File: config.mk
export PLATFORM = sky130hd
export DESIGN_NAME = sp_shared_fifo
export DESIGN_NICKNAME = d
export VERILOG_FILES = /design/src/rtl/spf_pkg.sv /design/src/rtl/spf_arbiter.sv /design/src/rtl/spf_occupancy.sv /design/src/rtl/spf_spram.sv /design/src/rtl/sp_shared_fifo.sv
export SDC_FILE = /design/constraint.sdc
export NUM_CORES = 1
export LEC_CHECK = 0
export ABC_CLOCK_PERIOD_IN_PS = 4270
export BUFFER_PORTS_ARGS = -buffer_cell sky130_fd_sc_hd__buf_4
export CAP_MARGIN = 20
export CELL_PAD_IN_SITES_DETAIL_PLACEMENT = 0
export CELL_PAD_IN_SITES_GLOBAL_PLACEMENT = 1
export CORE_MARGIN = 1
export CORE_UTILIZATION = 40
export CTS_BUF_LIST = sky130_fd_sc_hd__clkbuf_2 sky130_fd_sc_hd__clkbuf_4 sky130_fd_sc_hd__clkbuf_8
export DETAILED_ROUTE_END_ITERATION = 8
export GPL_ROUTABILITY_DRIVEN = 0
export PLACE_DENSITY = 0.71
export SYNTH_ARGS = -nofsm -noshare
export SYNTH_HDL_FRONTEND = slang
export SYNTH_HIERARCHICAL = 1
export SYNTH_SLANG_ARGS = --single-unit
export TNS_END_PERCENT = 50
File: constraint.sdc
create_clock -name clk -period 4.27 [get_ports clk]
set_clock_uncertainty 0.15 [all_clocks]
set_input_delay 0.6405 -clock clk [delete_from_list [all_inputs] [get_ports clk]]
set_output_delay 0.6405 -clock clk [all_outputs]
set_load 0.02 [all_outputs]
File: src/rtl/spf_pkg.sv
package spf_pkg;

    // Priority state of the port arbiter: which side wins a contested cycle.
    typedef enum logic {
        ARB_WR_FIRST = 1'b0,
        ARB_RD_FIRST = 1'b1
    } arb_state_e;

endpackage

File: src/rtl/spf_arbiter.sv
module spf_arbiter
    import spf_pkg::*;
(
    input  logic clk,
    input  logic rst,
    input  logic wr_ok,   // write requested and queue not full
    input  logic rd_ok,   // read requested and queue not empty
    output logic gnt_wr,
    output logic gnt_rd
);

    arb_state_e state_q, state_d;
    logic       contest;

    assign contest = wr_ok && rd_ok;

    // State register
    always_ff @(posedge clk) begin
        if (rst) state_q <= ARB_WR_FIRST;
        else     state_q <= state_d;
    end

    // Next state: a contest hands priority to the other side
    always_comb begin
        state_d = state_q;
        unique case (state_q)
            ARB_WR_FIRST: if (contest) state_d = ARB_RD_FIRST;
            ARB_RD_FIRST: if (contest) state_d = ARB_WR_FIRST;
            default:      state_d = ARB_WR_FIRST;
        endcase
    end

    // Grants
    always_comb begin
        gnt_wr = 1'b0;
        gnt_rd = 1'b0;
        if (!rst) begin
            unique case (state_q)
                ARB_WR_FIRST: begin
                    gnt_wr = wr_ok;
                    gnt_rd = rd_ok && !wr_ok;
                end
                ARB_RD_FIRST: begin
                    gnt_rd = rd_ok;
                    gnt_wr = wr_ok && !rd_ok;
                end
                default: begin
                    gnt_wr = 1'b0;
                    gnt_rd = 1'b0;
                end
            endcase
        end
    end

endmodule

File: src/rtl/spf_occupancy.sv
module spf_occupancy #(
    parameter int DEPTH = 8
) (
    input  logic                       clk,
    input  logic                       rst,
    input  logic                       gnt_wr,
    input  logic                       gnt_rd,
    output logic [$clog2(DEPTH)-1:0]   wr_ptr,
    output logic [$clog2(DEPTH)-1:0]   rd_ptr,
    output logic                       not_full,
    output logic                       not_empty
);

    localparam int AW = $clog2(DEPTH);
    localparam int CW = AW + 1;
    localparam logic [CW-1:0] FULL_CNT = CW'(DEPTH);

    logic [AW-1:0] wr_nxt, rd_nxt;
    logic [CW-1:0] count_q;

    generate
        if ((DEPTH & (DEPTH - 1)) == 0) begin : g_pow2_wrap
            assign wr_nxt = wr_ptr + 1'b1;
            assign rd_nxt = rd_ptr + 1'b1;
        end else begin : g_cmp_wrap
            assign wr_nxt = (wr_ptr == AW'(DEPTH - 1)) ? '0 : wr_ptr + 1'b1;
            assign rd_nxt = (rd_ptr == AW'(DEPTH - 1)) ? '0 : rd_ptr + 1'b1;
        end
    endgenerate

    always_ff @(posedge clk) begin
        if (rst) begin
            wr_ptr  <= '0;
            rd_ptr  <= '0;
            count_q <= '0;
        end else begin
            if (gnt_wr) begin
                wr_ptr  <= wr_nxt;
                count_q <= count_q + 1'b1;
            end else if (gnt_rd) begin
                rd_ptr  <= rd_nxt;
                count_q <= count_q - 1'b1;
            end
        end
    end

    assign not_full  = (count_q != FULL_CNT);
    assign not_empty = (count_q != '0);

endmodule

File: src/rtl/spf_spram.sv
module spf_spram #(
    parameter int WIDTH = 8,
    parameter int DEPTH = 8
) (
    input  logic                     clk,
    input  logic                     rst,
    input  logic                     en,
    input  logic                     we,
    input  logic [$clog2(DEPTH)-1:0] addr,
    input  logic [WIDTH-1:0]         din,
    output logic [WIDTH-1:0]         dout
);

    logic [WIDTH-1:0] mem [DEPTH];

    always_ff @(posedge clk) begin
        if (en && we) mem[addr] <= din;
    end

    always_ff @(posedge clk) begin
        if (rst)             dout <= '0;
        else if (en && !we)  dout <= mem[addr];
    end

endmodule

File: src/rtl/sp_shared_fifo.sv
module sp_shared_fifo #(
    parameter int WIDTH = 8,
    parameter int DEPTH = 8
) (
    input  logic             clk,
    input  logic             rst,
    input  logic             wr_req,
    input  logic [WIDTH-1:0] wr_data,
    output logic             wr_ready,
    output logic             wr_wait,
    input  logic             rd_req,
    output logic [WIDTH-1:0] rd_data,
    output logic             rd_avail,
    output logic             rd_wait,
    output logic             rd_valid
);

    localparam int AW = $clog2(DEPTH);

    logic          gnt_wr, gnt_rd;
    logic [AW-1:0] wr_ptr, rd_ptr;
    logic          not_full, not_empty;
    logic          rd_valid_q;

    spf_occupancy #(.DEPTH(DEPTH)) u_occ (
        .clk       (clk),
        .rst       (rst),
        .gnt_wr    (gnt_wr),
        .gnt_rd    (gnt_rd),
        .wr_ptr    (wr_ptr),
        .rd_ptr    (rd_ptr),
        .not_full  (not_full),
        .not_empty (not_empty)
    );

    spf_arbiter u_arb (
        .clk    (clk),
        .rst    (rst),
        .wr_ok  (wr_req && not_full),
        .rd_ok  (rd_req && not_empty),
        .gnt_wr (gnt_wr),
        .gnt_rd (gnt_rd)
    );

    spf_spram #(.WIDTH(WIDTH), .DEPTH(DEPTH)) u_mem (
        .clk  (clk),
        .rst  (rst),
        .en   (gnt_wr || gnt_rd),
        .we   (gnt_wr),
        .addr (gnt_wr ? wr_ptr : rd_ptr),
        .din  (wr_data),
        .dout (rd_data)
    );

    always_ff @(posedge clk) begin
        if (rst) rd_valid_q <= 1'b0;
        else     rd_valid_q <= gnt_rd;
    end

    assign wr_ready = not_full;
    assign rd_avail = not_empty;
    assign wr_wait  = !rst && wr_req && !gnt_wr;
    assign rd_wait  = !rst && rd_req && !gnt_rd;
    assign rd_valid = rd_valid_q;

endmodule

==> qor.txt, run 1 <==
Kind of critical path = flop to flop
Pre-antenna DRT Iters = 4
Clock Tree Root = clkbuf_8
Cell area after layout = 3980 sq um
Final cell count without fillers = 377
Die width = 95.2 um
CTS Sinks = 84
TritonCTS clock tree = yes
Area of the multi-input gates = 1070 sq um
Register-to-Register Path Depth = 8
Dpl cells = 361
Endpoints failing setup = 0
Core Util, Final = 0.480
Reg2reg start = u_occ/count_q[0]$_SDFFE_PP0P_
Mean Syn Cell Area = 14.7 sq um
Vias per cell = 5.27
Total power = 1.74 mW
Syn Nets = 253
Post-route ant nets = 0
Mapped Area = 3480 sq um
Die Y = 95.2 um
CP startpoint kind = flop
Worst Slack Setup Final = 844 ps
Tightest Pin Transition = 964 ps
Worst EP required = 4090 ps
Clock Path Buffers = 2
Number of global-route vias before repair = 2,011
I/O pin total = 25
Predominant post-synthesis flop cell = edfxtp_1
Worst-path clk slew = 80 ps
Nets = 284
Drt initial violations = 106
Row count = 33
Initial Util = 0.419
Pwr dens = 437 nW/um^2
Hold_buf cts = 0
VDD IR max = 0.209 mV
Fin Setup TNS = 0 ps
Hold depth = 2
Total gr overflow = 0
First-pass GRT wire length = 10.5 mm
Leak = 1.39 nW
Area of the die = 9070 sq um
Reg-to-reg setup timing slack = 840 ps
Cts repair resizes = 0
Number of CTS-inserted buffers = 9
Maxcap violations = 0
Hold slack = 360 ps
Ys async rst share = 0
Fin crit period = 3430 ps
Worst rel slew slack = 0.355
Dpl hpwl = 4.57 mm
ANT cells = 0
Outcome = completed
CTS H-Tree Depth = 3
CP arrival = 3250 ps
Core Area = 8300 sq um
Post-Syn Instances = 236
I/O Buffers = 24
Largest net degree at the start of global routing = 26
Post-synth EDFFs = 64
Crit. End Element = flop
GRT Util Overall = 0.166
HP Start = u_mem/dout[0]$_SDFFE_PP0P_
Placed inst area = 3780 sq um
Final Hold Viols = 0
WHS Endpoint = u_mem/dout[0]$_SDFFE_PP0P_
Detail-routed net length per standard cell = 18.2 um
HP Class = flop to flop
Routed wire length = 6.87 mm
Yosys warns = 6
Dpl ws = 832 ps
Pins over their slew limit = 0
Share of the yosys chip area belonging to registers = 0.668
Layout fillers = 745
FF+latch area = 2320 sq um
Share of layout cells above drive strength 1 = 0.301
Fin crit share = 0.802
Setup Fix Bufs, Post-CTS = 0
Layout area overhead = 14.6%
F_max = 292 MHz
RSZ-0062 raised after global routing = false
Yosys reg bits = 84
Via count = 1,988
Number of library cell types mapped by synthesis = 36
Initial antenna violation count = 0
Reg2reg end = u_mem/mem[6][4]$_DFFE_PP_
Worst-path fanout max = 19
Later-pin clock latency in the skew report = 350 ps
DRC viols = 0
cell usage in the layout, fill, tap and decap left out:
| cell type | n |
|---|---|
| a211oi_1 | 8 |
| a211oi_2 | 1 |
| a21bo_1 | 1 |
| a21oi_1 | 11 |
| a21oi_2 | 1 |
| a222oi_1 | 8 |
| a31oi_1 | 1 |
| and2_1 | 3 |
| buf_4 | 32 |
| bufinv_16 | 1 |
| clkbuf_8 | 9 |
| clkinv_4 | 1 |
| clkinvlp_4 | 2 |
| dfxtp_1 | 20 |
| edfxtp_1 | 64 |
| fa_1 | 1 |
| ha_1 | 4 |
| inv_1 | 3 |
| inv_6 | 2 |
| inv_8 | 1 |
| mux2_1 | 5 |
| mux2_2 | 30 |
| mux2_4 | 1 |
| mux2i_1 | 2 |
| nand2_1 | 5 |
| nand2b_1 | 4 |
| nand3_1 | 2 |
| nand3b_1 | 2 |
| nor2_1 | 25 |
| nor2b_1 | 5 |
| nor2b_4 | 1 |
| nor3_1 | 5 |
| nor3b_1 | 2 |
| o211a_1 | 1 |
| o21ai_0 | 1 |
| or2_1 | 1 |
| xnor2_1 | 2 |
| xor2_1 | 4 |
where the power goes:
group,switching [mW],internal (mW)
Clock,0.298,0.279
Sequential,0.0187,0.903
Combinational,0.132,0.109
Total,0.448,1.29
sequential cells by signal, indices dropped and copies added, names as in the netlist:
register       count
rd_valid           1
u_occ/rd_ptr       3
u_arb/state_q      1
u_mem/dout         8
u_occ/wr_ptr       3
u_mem/mem         64
u_occ/count_q      4
layer usage:
metal / track usage / share of wire / vias up
li1: - / - / 953
met1: 0.201 / 0.44 / 965
met2: 0.277 / 0.49 / 60
met3: 0.0367 / 0.052 / 10
met4: 0.0859 / 0.016 / 0
met5: 0 / 0 / -
layout make-up:
| class | instances | area share |
|---|---|---|
| clock buffers | 9 | 0.0311 |
| multi-input cells | 137 | 0.269 |
| inverters | 3 | 0.00283 |
| clock inverters | 7 | 0.0207 |
| well taps | 105 | 0.0330 |
| repair buffers | 32 | 0.0603 |
| flip-flops and latches | 84 | 0.583 |
Yosys cell counts (3+ instances only):
| library cell | count | share of area |
|---|---|---|
| a211oi_1 | 9 | 0.019 |
| a21oi_1 | 11 | 0.016 |
| a222oi_1 | 8 | 0.023 |
| and2_1 | 3 | 0.0054 |
| buf_1 | 5 | 0.0054 |
| dfxtp_1 | 20 | 0.12 |
| edfxtp_1 | 64 | 0.55 |
| ha_1 | 4 | 0.014 |
| inv_1 | 3 | 0.0032 |
| mux2_1 | 5 | 0.016 |
| mux2_2 | 30 | 0.097 |
| nand2_1 | 5 | 0.0054 |
| nand2b_1 | 4 | 0.0072 |
| nor2_1 | 25 | 0.027 |
| nor2b_1 | 5 | 0.0090 |
| nor3_1 | 5 | 0.0072 |
| xor2_1 | 4 | 0.010 |
cells by family after synthesis:
kind of cell,synth area share
compound gates,0.0698
fa+ha+maj,0.0202
simple gates,0.0784
buf+inv,0.0252
xor+xnor,0.0151
mux,0.123
flops,0.668
critical path, stage by stage (launching register included):
cell      delay (ps)
dfxtp_1          360
nor3_1           250
nand2b_1         100
and2_1           190
a211oi_2         450
mux2_1           400
buf_4            230
nand2b_1         180
nor2_1           740
how the worst max path moves through the flow:
stage | startpoint | to | depth (start not counted) | slack (ps)
finish | u_occ/count_q[0]$_SDFFE_PP0P_ | u_mem/mem[6][4]$_DFFE_PP_ | 8 | 840
detailed placement | rd_req | u_mem/mem[6][1]$_DFFE_PP_ | 7 | 830
floorplan | u_occ/count_q[0]$_SDFFE_PP0P_ | u_mem/mem[4][0]$_DFFE_PP_ | 8 | 700
CTS | u_occ/count_q[0]$_SDFFE_PP0P_ | u_mem/mem[6][4]$_DFFE_PP_ | 8 | 830
global placement | rd_req | u_mem/mem[6][1]$_DFFE_PP_ | 7 | 870
global route | u_occ/count_q[0]$_SDFFE_PP0P_ | u_mem/mem[6][4]$_DFFE_PP_ | 8 | 650
Note: power is estimated with default switching activity, not from simulation.
==> inputs of run 2 (changes only) <==
Settings changed: ABC_CLOCK_PERIOD_IN_PS 4270 to 3430.
Clock period 4.27 ns to 3.43 ns, I/O delays scaled along.
==> run 2 against run 1 <==
Net effect:
- first-iteration DRC count up 44%
- largest cell class unchanged
- critical endpoint is now u_mem/mem[7][4]$_DFFE_PP_
- non-clock buffer count increased by 5
- highest routed layer unchanged
- sequential power up 25%
- final area grew 0.47%
- clock power up 8.5%
==> qor.txt, run 2 (synthesized netlist as in run 1, its figures left out) <==
Outcome = completed
Logic gate share of total power = 0.148 (+0.009)
Nets = 289 (+1.8%)
Flop pwr share = 0.551 (+0.021)
Hold_buf cts = 0 (unchanged)
Area of the die = 9070 sq um (unchanged)
Core Area = 8300 sq um (unchanged)
Later-pin clock latency in the skew report = 350 ps (about the same)
Worst rel slew slack = 0.413 (+0.0586)
Register-to-Register Path Depth = 9 (+1)
Tightest Pin Transition = 877 ps (-87.5 ps)
Clock Tree Root = clkbuf_8
CP max stage cell = nor2_1
Dpl cells = 366 (+1.4%)
Layout fillers = 729 (-2.1%)
GRT Util Overall = 0.173 (+0.00641)
Number of global-route vias before repair = 1,943 (-3.4%)
RSZ-0062 raised after global routing = false
Clock share of power = 0.300 (-0.032)
Final Hold Viols = 0 (unchanged)
Worst EP required = 3250 ps (-840 ps)
Reg2reg end = u_mem/mem[7][4]$_DFFE_PP_
I/O pin total = 25 (unchanged)
Maxcap violations = 0 (unchanged)
Post-route ant nets = 0 (unchanged)
Worst-path clk slew = 90 ps (about the same)
First-pass GRT wire length = 10.8 mm (+2.7%)
Die width = 95.2 um (unchanged)
Initial Util = 0.419 (unchanged)
I/O Buffers = 24 (unchanged)
DRC viols = 0 (unchanged)
Initial antenna violation count = 0 (unchanged)
CP Launch Point = u_occ/count_q[0]$_SDFFE_PP0P_
F_max = 323 MHz (+11%)
Clock Path Buffers = 2 (unchanged)
CP startpoint kind = flop
Number of CTS-inserted buffers = 9 (unchanged)
Worst Path Buf+Inv = 2 (+1)
Psw = 0.552 mW (+23%)
Final cell count without fillers = 381 (+1.1%)
Biggest regs = u_mem/mem x64, u_mem/dout x8, u_occ/count_q x4
Kind of critical path = flop to flop
Total gr overflow = 0 (unchanged)
CTS H-Tree Depth = 3 (unchanged)
Commonest non-fill, non-tap cell in the layout = edfxtp_1
Crit-path cells = nor3_1 > nand2b_1 > and2_1 > a211oi_2 > buf_4 > mux2_1 > buf_12 > nand2_1 > nor2_1
Largest register by flop count = u_mem/mem
Pre-antenna DRT Iters = 5 (+1)
Reg-to-reg setup timing slack = 340 ps (-510 ps)
Share of layout cells above drive strength 1 = 0.315 (+0.0137)
Commonest cells after routing, fill and taps aside = edfxtp_1 (64), buf_4 (36), mux2_2 (30)
Max FFs per register = 64 (unchanged)
Int Pwr = 1.53 mW (+18%)
Layout area overhead = 15.1%
Pwr dens = 520 nW/um^2 (+19%)
Sw frac = 0.265 (+0.00724)
CTS Sinks = 84 (unchanged)
Pins over their slew limit = 0 (unchanged)
Fin crit period = 3090 ps (-332 ps)
Vias per cell = 5.36 (+1.7%)
Crit. path cell count = 9 (+1)
Drt initial violations = 153 (+44%)
Row count = 33 (unchanged)
Routed wire length = 7.08 mm (+3.0%)
Detail-routed net length per standard cell = 18.6 um (+1.9%)
Leak = 1.40 nW (+0.62%)
CP max stage delay = 680 ps (-60 ps)
TritonCTS clock tree = yes
Die Y = 95.2 um (unchanged)
Largest net degree at the start of global routing = 38 (+46%)
CP arrival = 2920 ps (-330 ps)
Crit. End Element = flop
Dpl hpwl = 4.54 mm (-0.66%)
Reg2reg start = u_occ/count_q[0]$_SDFFE_PP0P_
Fin Setup TNS = 0 ps (unchanged)
ANT cells = 0 (unchanged)
Worst-path fanout max = 37 (+18)
CP delay by family, top = simple AND/OR/NAND/NOR gates
Setup Fix Bufs, Post-CTS = 0 (unchanged)
Via count = 2,043 (+2.8%)
HP Class = input pin to flop
Endpoints failing setup = 0 (unchanged)
Capture point of the worst path = u_mem/mem[7][4]$_DFFE_PP_
Fin crit share = 0.902 (+0.0998)
Cts repair resizes = 0 (unchanged)
VDD IR max = 0.235 mV (+12%)
## run 2: changes by cell type in the layout (fill, tap and decap cells not counted), sizes merged
cell      previous run  this run
buf                 32        37
bufinv               1         0
clkinvlp             2         3
inv                  6         5
## run 2: how the worst min path moves through the flow
stage | from | end | slack, ps | depth (start not counted)
6_report | wr_data[7] | u_mem/mem[5][7]$_DFFE_PP_ | 250 | 1
3_3_place_gp | u_mem/dout[7]$_SDFFE_PP0P_ | u_mem/dout[7]$_SDFFE_PP0P_ | 340 | 2
4_1_cts | wr_data[0] | u_mem/mem[4][0]$_DFFE_PP_ | 240 | 1
5_1_grt | wr_data[7] | u_mem/mem[5][7]$_DFFE_PP_ | 230 | 1
2_1_floorplan | u_occ/rd_ptr[2]$_SDFFE_PP0P_ | u_occ/rd_ptr[2]$_SDFFE_PP0P_ | 320 | 2
3_5_place_dp | u_mem/dout[7]$_SDFFE_PP0P_ | u_mem/dout[7]$_SDFFE_PP0P_ | 340 | 2
## run 2: stage by stage
stage / hold WS [ps] / total power, mW / setup WS [ps] / area (sq um) / utilization
6_report: 250 / 2.08 / 336 / 4000 / 0.482
3_3_place_gp: 343 / 1.48 / 416 / 3830 / 0.461
2_1_floorplan: 322 / 1.38 / 123 / 3480 / -
5_1_grt: 227 / 2.17 / 63.2 / 4000 / 0.482
3_5_place_dp: 344 / 1.48 / 332 / 3830 / 0.461
4_1_cts: 235 / 2.11 / 327 / 4000 / 0.482
## run 2: power by group through the flow
stage	clock network (mW)	logic, mW	registers (mW)
floorplan	0	0.197	1.18
global placement	0	0.306	1.17
detailed placement	0	0.311	1.17
CTS	0.646	0.312	1.15
global route	0.683	0.337	1.15
finish	0.626	0.309	1.15
## run 2: cell type report
type                            count  area, sq um  share of cell area
Tap cell                          105          131              0.0328
Multi-Input combinational cell    137         1070               0.269
Inverter                            3         11.3             0.00281
Clock buffer                        9          124              0.0309
Timing Repair Buffer               37          290              0.0725
Sequential cell                    84         2320               0.580
Clock inverter                      6         48.8              0.0122
## run 2: routing by layer
metal,part of all wire,vias up,track usage
met2,0.48,61,0.267
li1,-,959,-
met5,0,-,0
met3,0.042,12,0.0582
met4,0.018,0,0.0631
met1,0.46,1011,0.225
## run 2: worst register-to-register path: stages (launching register included)
cell      delay (ps)
dfxtp_1          370
nor3_1           240
nand2b_1         100
and2_1           190
a211oi_2         180
buf_4            250
mux2_1           210
buf_12           230
nand2_1          100
nor2_1           680
